File: config.mk
export PLATFORM = sky130hd
export DESIGN_NAME = fde_core
export DESIGN_NICKNAME = d
export VERILOG_FILES = /design/src/rtl/fde_pkg.sv /design/src/rtl/fde_alu.sv /design/src/rtl/fde_ram.sv /design/src/rtl/fde_regs.sv /design/src/rtl/fde_core.sv
export SDC_FILE = /design/constraint.sdc
export NUM_CORES = 1
export LEC_CHECK = 0
export BUFFER_PORTS_ARGS = -buffer_cell sky130_fd_sc_hd__buf_2
export CORE_ASPECT_RATIO = 1.25
export CORE_MARGIN = 5
export CORE_UTILIZATION = 39
export DETAILED_ROUTE_END_ITERATION = 8
export PLACE_DENSITY = 0.64
export SYNTH_ARGS = -nofsm -noshare
export SYNTH_HDL_FRONTEND = slang
export SYNTH_SLANG_ARGS = --single-unit
export TNS_END_PERCENT = 50
File: constraint.sdc
create_clock -name clk -period 6.6 [get_ports clk]
set_clock_uncertainty 0.2 [all_clocks]
set_input_delay 1.65 -clock clk [delete_from_list [all_inputs] [get_ports clk]]
set_output_delay 1.65 -clock clk [all_outputs]
set_load 0.02 [all_outputs]
File: src/rtl/fde_pkg.sv
package fde_pkg;
  typedef enum logic [1:0] {CL_ALU = 2'b00, CL_LOAD = 2'b01, CL_STORE = 2'b10, CL_CTRL = 2'b11} iclass_e;
  typedef enum logic [2:0] {
    OP_OR = 3'd0, OP_NAND = 3'd1, OP_NOR = 3'd2, OP_AND = 3'd3,
    OP_ADD = 3'd4, OP_SUB = 3'd5, OP_XOR = 3'd6, OP_PASS = 3'd7
  } aluop_e;
  typedef enum logic [1:0] {CND_ALWAYS = 2'b00, CND_ZERO = 2'b01, CND_NEG = 2'b10, CND_ABOVE = 2'b11} cond_e;
  typedef enum logic [2:0] {ST_FETCH, ST_DECODE, ST_EXEC, ST_COMMIT, ST_HALT} state_e;
  typedef struct packed {
    logic ovf;
    logic zero;
    logic neg;
  } flags_t;
  localparam logic [7:0] HALT_WORD = 8'hFF;
endpackage

File: src/rtl/fde_alu.sv
module fde_alu
  import fde_pkg::*;
#(
  parameter int DW = 8
) (
  input  aluop_e        op,
  input  logic [DW-1:0] a,
  input  logic [DW-1:0] b,
  output logic [DW-1:0] y,
  output flags_t        fl
);
  localparam int MSB = DW - 1;

  always_comb begin
    fl.ovf = 1'b0;
    unique case (op)
      OP_OR:   y = a | b;
      OP_NAND: y = ~(a & b);
      OP_NOR:  y = ~(a | b);
      OP_AND:  y = a & b;
      OP_ADD: begin
        y = a + b;
        fl.ovf = (a[MSB] == b[MSB]) && (y[MSB] != a[MSB]);
      end
      OP_SUB: begin
        y = a - b;
        fl.ovf = (a[MSB] != b[MSB]) && (y[MSB] != a[MSB]);
      end
      OP_XOR:  y = a ^ b;
      default: y = b;
    endcase
    fl.zero = (y == '0);
    fl.neg  = y[MSB];
  end
endmodule

File: src/rtl/fde_ram.sv
module fde_ram #(
  parameter int AW = 4,
  parameter int DW = 8
) (
  input  logic          clk,
  input  logic          a_we,
  input  logic [AW-1:0] a_addr,
  input  logic [DW-1:0] a_wdata,
  output logic [DW-1:0] a_rdata,
  input  logic [AW-1:0] b_addr,
  output logic [DW-1:0] b_rdata
);
  localparam int DEPTH = 1 << AW;
  logic [DW-1:0] mem [DEPTH];

  always_ff @(posedge clk) begin
    if (a_we) mem[a_addr] <= a_wdata;
    a_rdata <= mem[a_addr];
  end

  always_ff @(posedge clk) begin
    b_rdata <= mem[b_addr];
  end
endmodule

File: src/rtl/fde_regs.sv
module fde_regs #(
  parameter int NREG = 4,
  parameter int DW   = 8,
  localparam int RW  = $clog2(NREG)
) (
  input  logic          clk,
  input  logic          rst,
  input  logic          we,
  input  logic [RW-1:0] waddr,
  input  logic [DW-1:0] wdata,
  input  logic [RW-1:0] raddr_a,
  output logic [DW-1:0] rdata_a,
  input  logic [RW-1:0] raddr_b,
  output logic [DW-1:0] rdata_b
);
  logic [DW-1:0] regs [NREG];

  for (genvar g = 0; g < NREG; g++) begin : g_reg
    always_ff @(posedge clk) begin
      if (rst) regs[g] <= '0;
      else if (we && waddr == RW'(g)) regs[g] <= wdata;
    end
  end

  assign rdata_a = regs[raddr_a];
  assign rdata_b = regs[raddr_b];
endmodule

File: src/rtl/fde_core.sv
module fde_core
  import fde_pkg::*;
#(
  parameter int AW   = 4,
  parameter int DW   = 8,
  parameter int NREG = 4
) (
  input  logic          clk,
  input  logic          rst,
  input  logic          ld_en,
  input  logic [AW-1:0] ld_addr,
  input  logic [DW-1:0] ld_data,
  input  logic [AW-1:0] peek_addr,
  output logic [DW-1:0] peek_data,
  output logic [AW-1:0] pc_o,
  output logic [2:0]    flags_o,
  output logic          halted_o
);
  localparam int RW = $clog2(NREG);
  typedef logic [AW-1:0] addr_t;

  state_e        state_q;
  addr_t         pc_q;
  logic [DW-1:0] ir_q, tmp_q;
  flags_t        flags_q;
  logic          halted_q;

  logic [DW-1:0] rdata, ra_val, rb_val, alu_y;
  flags_t        alu_fl;
  logic          core_we, ram_we, rf_we, take_jump;
  addr_t         core_addr, ram_addr;
  logic [DW-1:0] ram_wdata, rf_wdata;
  logic [RW-1:0] rf_waddr;

  iclass_e ir_class;
  cond_e   ir_cond;
  assign ir_class = iclass_e'(ir_q[7:6]);
  assign ir_cond  = cond_e'(ir_q[5:4]);

  // Memory port A: loader while in reset, core otherwise
  always_comb begin
    unique case (state_q)
      ST_FETCH:  core_addr = pc_q;
      ST_DECODE: core_addr = rdata[AW-1:0];
      default:   core_addr = ir_q[AW-1:0];
    endcase
  end
  assign core_we   = (state_q == ST_EXEC) && (ir_class == CL_STORE);
  assign ram_we    = rst ? ld_en : core_we;
  assign ram_addr  = rst ? ld_addr : core_addr;
  assign ram_wdata = rst ? ld_data : rb_val;

  fde_ram #(.AW(AW), .DW(DW)) u_ram (
    .clk(clk), .a_we(ram_we), .a_addr(ram_addr), .a_wdata(ram_wdata), .a_rdata(rdata),
    .b_addr(peek_addr), .b_rdata(peek_data)
  );

  // Register file: LOAD at execute, ALU commit into r0
  assign rf_we    = (state_q == ST_EXEC && ir_class == CL_LOAD) ||
                    (state_q == ST_COMMIT && ir_class == CL_ALU);
  assign rf_waddr = (ir_class == CL_LOAD) ? ir_q[5:4] : '0;
  assign rf_wdata = (ir_class == CL_LOAD) ? rdata : tmp_q;

  fde_regs #(.NREG(NREG), .DW(DW)) u_regs (
    .clk(clk), .rst(rst), .we(rf_we), .waddr(rf_waddr), .wdata(rf_wdata),
    .raddr_a('0), .rdata_a(ra_val),
    .raddr_b((ir_class == CL_ALU) ? ir_q[2:1] : ir_q[5:4]), .rdata_b(rb_val)
  );

  fde_alu #(.DW(DW)) u_alu (
    .op(aluop_e'(ir_q[5:3])), .a(ra_val), .b(rb_val), .y(alu_y), .fl(alu_fl)
  );

  always_comb begin
    unique case (ir_cond)
      CND_ALWAYS: take_jump = 1'b1;
      CND_ZERO:   take_jump = flags_q.zero;
      CND_NEG:    take_jump = flags_q.neg;
      default:    take_jump = !flags_q.zero && !flags_q.neg;
    endcase
  end

  always_ff @(posedge clk) begin
    if (rst) begin
      state_q  <= ST_FETCH;
      pc_q     <= '0;
      ir_q     <= '0;
      tmp_q    <= '0;
      flags_q  <= '0;
      halted_q <= 1'b0;
    end else begin
      unique case (state_q)
        ST_FETCH:  state_q <= ST_DECODE;
        ST_DECODE: begin
          ir_q    <= rdata;
          state_q <= ST_EXEC;
        end
        ST_EXEC: begin
          if (ir_q == HALT_WORD) begin
            state_q  <= ST_HALT;
            halted_q <= 1'b1;
          end else begin
            if (ir_class == CL_ALU) begin
              tmp_q   <= alu_y;
              flags_q <= alu_fl;
            end
            state_q <= ST_COMMIT;
          end
        end
        ST_COMMIT: begin
          pc_q    <= (ir_class == CL_CTRL && take_jump) ? ir_q[AW-1:0] : pc_q + 1'b1;
          state_q <= ST_FETCH;
        end
        default: state_q <= ST_HALT;
      endcase
    end
  end

  assign pc_o     = pc_q;
  assign flags_o  = flags_q;
  assign halted_o = halted_q;

  // Assertions
  p_halt_sticky_r10: assert property (@(posedge clk) disable iff (rst)
    halted_o |=> halted_o);
  p_halt_pc_r10: assert property (@(posedge clk) disable iff (rst)
    halted_o |=> $stable(pc_o));
  p_halt_nowrite_r10: assert property (@(posedge clk) disable iff (rst)
    halted_o |-> !core_we);
  p_flags_hold_r5: assert property (@(posedge clk) disable iff (rst)
    !(state_q == ST_EXEC && ir_class == CL_ALU) |=> $stable(flags_o));
  p_pc_step_r6: assert property (@(posedge clk) disable iff (rst)
    (state_q == ST_COMMIT && ir_class != CL_CTRL) |=> pc_o == addr_t'($past(pc_o) + 1'b1));
  p_jump_always_r7: assert property (@(posedge clk) disable iff (rst)
    (state_q == ST_COMMIT && ir_class == CL_CTRL && ir_cond == CND_ALWAYS)
      |=> pc_o == $past(ir_q[AW-1:0]));
endmodule

==> impl_metrics.tcl <==
set metrics [dict create \
    critPathKind "flop to flop" \
    ys_top_cells_by_area "edfxtp_1, mux4_2, dfxtp_1" \
    yosysWarnings 0 \
    tns_ps 0 \
    drive_gt1_share_pct 21.6 \
    die_y_um 194 \
    synth_area_mm2 0.0105 \
    die-area_mm2 0.0304 \
    design.portCount 35 \
    first_pass_iters 5 \
    rsz0062_at_grt "no" \
    drt_iter0_drc 657 \
    num_vias 6922 \
    start_util_pct 39.4 \
    grt_pass1_vias 6922 \
    min_period_over_period_pct 67.8 \
    ant_nets 0 \
    crit_cells 12 \
    setup_viol 0 \
    worstMarginPinSlew_ps 1100 \
    hold_class "flop to flop" \
    synth_commonest_cells "edfxtp_1, nor2_1, mux4_2" \
    fin_nets 869 \
    grt_usage_pct 17.9 \
    placedInstanceArea_mm2 0.0110 \
    cts_buffer_depth 3 \
    htree_levels 1 \
    wl_per_cell_um 23.0 \
    status "completed" \
    cp-start-kind "flop" \
    num-fill-cells 2409 \
    drc 0 \
    slew_headroom_pct 26.4 \
    irDropWorstVdd_mv 0.325 \
    hold_buffers 0 \
    hold_violations 0 \
    powerDensity_mw_per_mm2 288 \
    crit_buf_inv 0 \
    synth-main-ff-cell "edfxtp_1" \
    routed_wl_mm 27.3 \
    p_leak_nw 3.98 \
    required_ps 6840 \
    cp_top_family "simple AND/OR/NAND/NOR gates" \
    synth_enable_flop_cells 160 \
    dp.final_hpwl_mm 19.9 \
    drv_slew 0 \
    grt_max_degree 57 \
    area_growth_pct 11.7 \
    fin_crit_ps 4480 \
    clkTransAtPathRegs_ps 70 \
    critical-path-slowest-cell "dfxtp_1" \
    cts_buffers 20 \
    min_path_cells 2 \
    async_flop_share_pct 0 \
    synth_top_cell_area_share_pct 45.6 \
    port_buffers 34 \
    grt_pass1_wl_mm 42.0 \
    insertion_delay_ps 500 \
    antenna_found_initial 1 \
    die_w_um 157 \
    grt_overflow 0 \
    maxCapViolCount 0 \
    seq_area_frac_synth_pct 53.5 \
    place_congestion 0.852 \
    avgSynthCellArea_um2 13.0 \
    yosysMostFrequentCell "edfxtp_1" \
    endpoint_kind "flop" \
    fmax_mhz 223 \
    crit_fanout 16 \
    finalPower_mw 3.39 \
    yosys.area.top_type "edfxtp_1" \
    design_area_mm2 0.0118 \
    cp_slowest_stage_delay_ps 640 \
    post_cts_buffers 0 \
    cts_resized 0 \
    core_mm2 0.0267 \
    worst-endpoint-arrival_ps 4720 \
    cts_tree "yes" \
    num_antenna_cells 0 \
    cp_cell_sequence "nor3b_2, nor2_1, mux2i_1, ha_1, fa_1, and3_1, a21oi_1, o22ai_1, a22oi_1, nor4bb_1, and4_1, a31o_1" \
    cts_root_buf "clkbuf_16" \
    clock_sinks 202 \
    r2r.worst_path.cells 12 \
    rows 67 \
    syn_nets 848 \
    ys_types 71 \
    ys_seq_elements 202 \
    vias_per_cell 5.83 \
    netlist_instances 808 \
]
[state kept, by name, indices dropped and copies added (netlist names)]
signal and cells:
u_ram.b_rdata 8, ir_q 8, state_q 3, pc_o 4, tmp_q 8, u_ram.mem 128
halted_o 1, flags_o 2, u_ram.a_rdata 8, u_regs.regs 32
[power by group]
part           switching [mW]  internal, mW
Sequential             0.0457          1.44
Clock                   0.498         0.755
Combinational           0.390         0.253
[cell families after synthesis]
| group | after synthesis | share of synthesized area (%) |
|---|---|---|
| buffers and inverters | 71 | 2.99 |
| AOI/OAI and AO/OA | 160 | 10.0 |
| adders and majority gates | 21 | 2.56 |
| and+or+nand+nor | 234 | 10.7 |
| xor gates and xnor gates | 11 | 0.914 |
| muxes | 109 | 19.3 |
| DFF | 202 | 53.5 |
[layout make-up]
type / instances / area (um2) / area share (%)
sequential: 202 / 5650 / 47.9
multi-input combinational: 535 / 4600 / 39.1
clock buffer: 22 / 539 / 4.58
tap: 345 / 432 / 3.67
timing repair buffer: 49 / 283 / 2.40
clock inverter: 14 / 195 / 1.66
inverter: 21 / 78.8 / 0.669
[cell usage in the layout, fill, tap and decap left out, drive strengths merged, types with 4 or more instances in the layout]
cell	n
ha	20
nor2	102
mux2i	31
nor2b	16
nand2b	9
buf	49
xnor2	8
a22oi	7
clkinv	5
or3	5
o21bai	5
nand3b	5
dfxtp	42
a21oi	54
inv	23
a211oi	22
nand3	12
nor3	13
a31oi	5
edfxtp	160
nand2	50
o21ai	35
clkbuf	22
mux4	75
or2	4
bufinv	4
[worst register-to-register path: cells and delay by family (launching register included)]
kind | cells | cell delay (ps)
fa+ha+maj | 2 | 750
flops | 1 | 640
simple gates | 5 | 1700
compound gates | 4 | 710
mux | 1 | 430
[final timing paths]
| check | start | endpoint | slack, ps |
|---|---|---|---|
| min | halted_o | halted_o | 270 |
| max reg2reg | ir_q[6] | flags_o[1] | 2120 |
| min reg2reg | halted_o | halted_o | 270 |
| max | ir_q[6] | flags_o[1] | 2120 |
[routing by layer]
metal	share of wire (%)	GRT usage, %
met2	52	31.4
met1	38	21.7
met3	5.7	2.92
met5	0.048	0
met4	4.5	7.20
[through the flow]
step	instances	setup slack [ps]	util, %	hold WS (ps)
2_1_floorplan	808	2600	-	232
5_1_grt	1188	1910	44.0	296
3_3_place_gp	1152	2070	41.3	249
4_1_cts	1188	2230	44.0	269
3_5_place_dp	1152	2030	41.3	255
6_report	1188	2120	44.0	265
No activity file was read; power rests on OpenSTA's default activity.
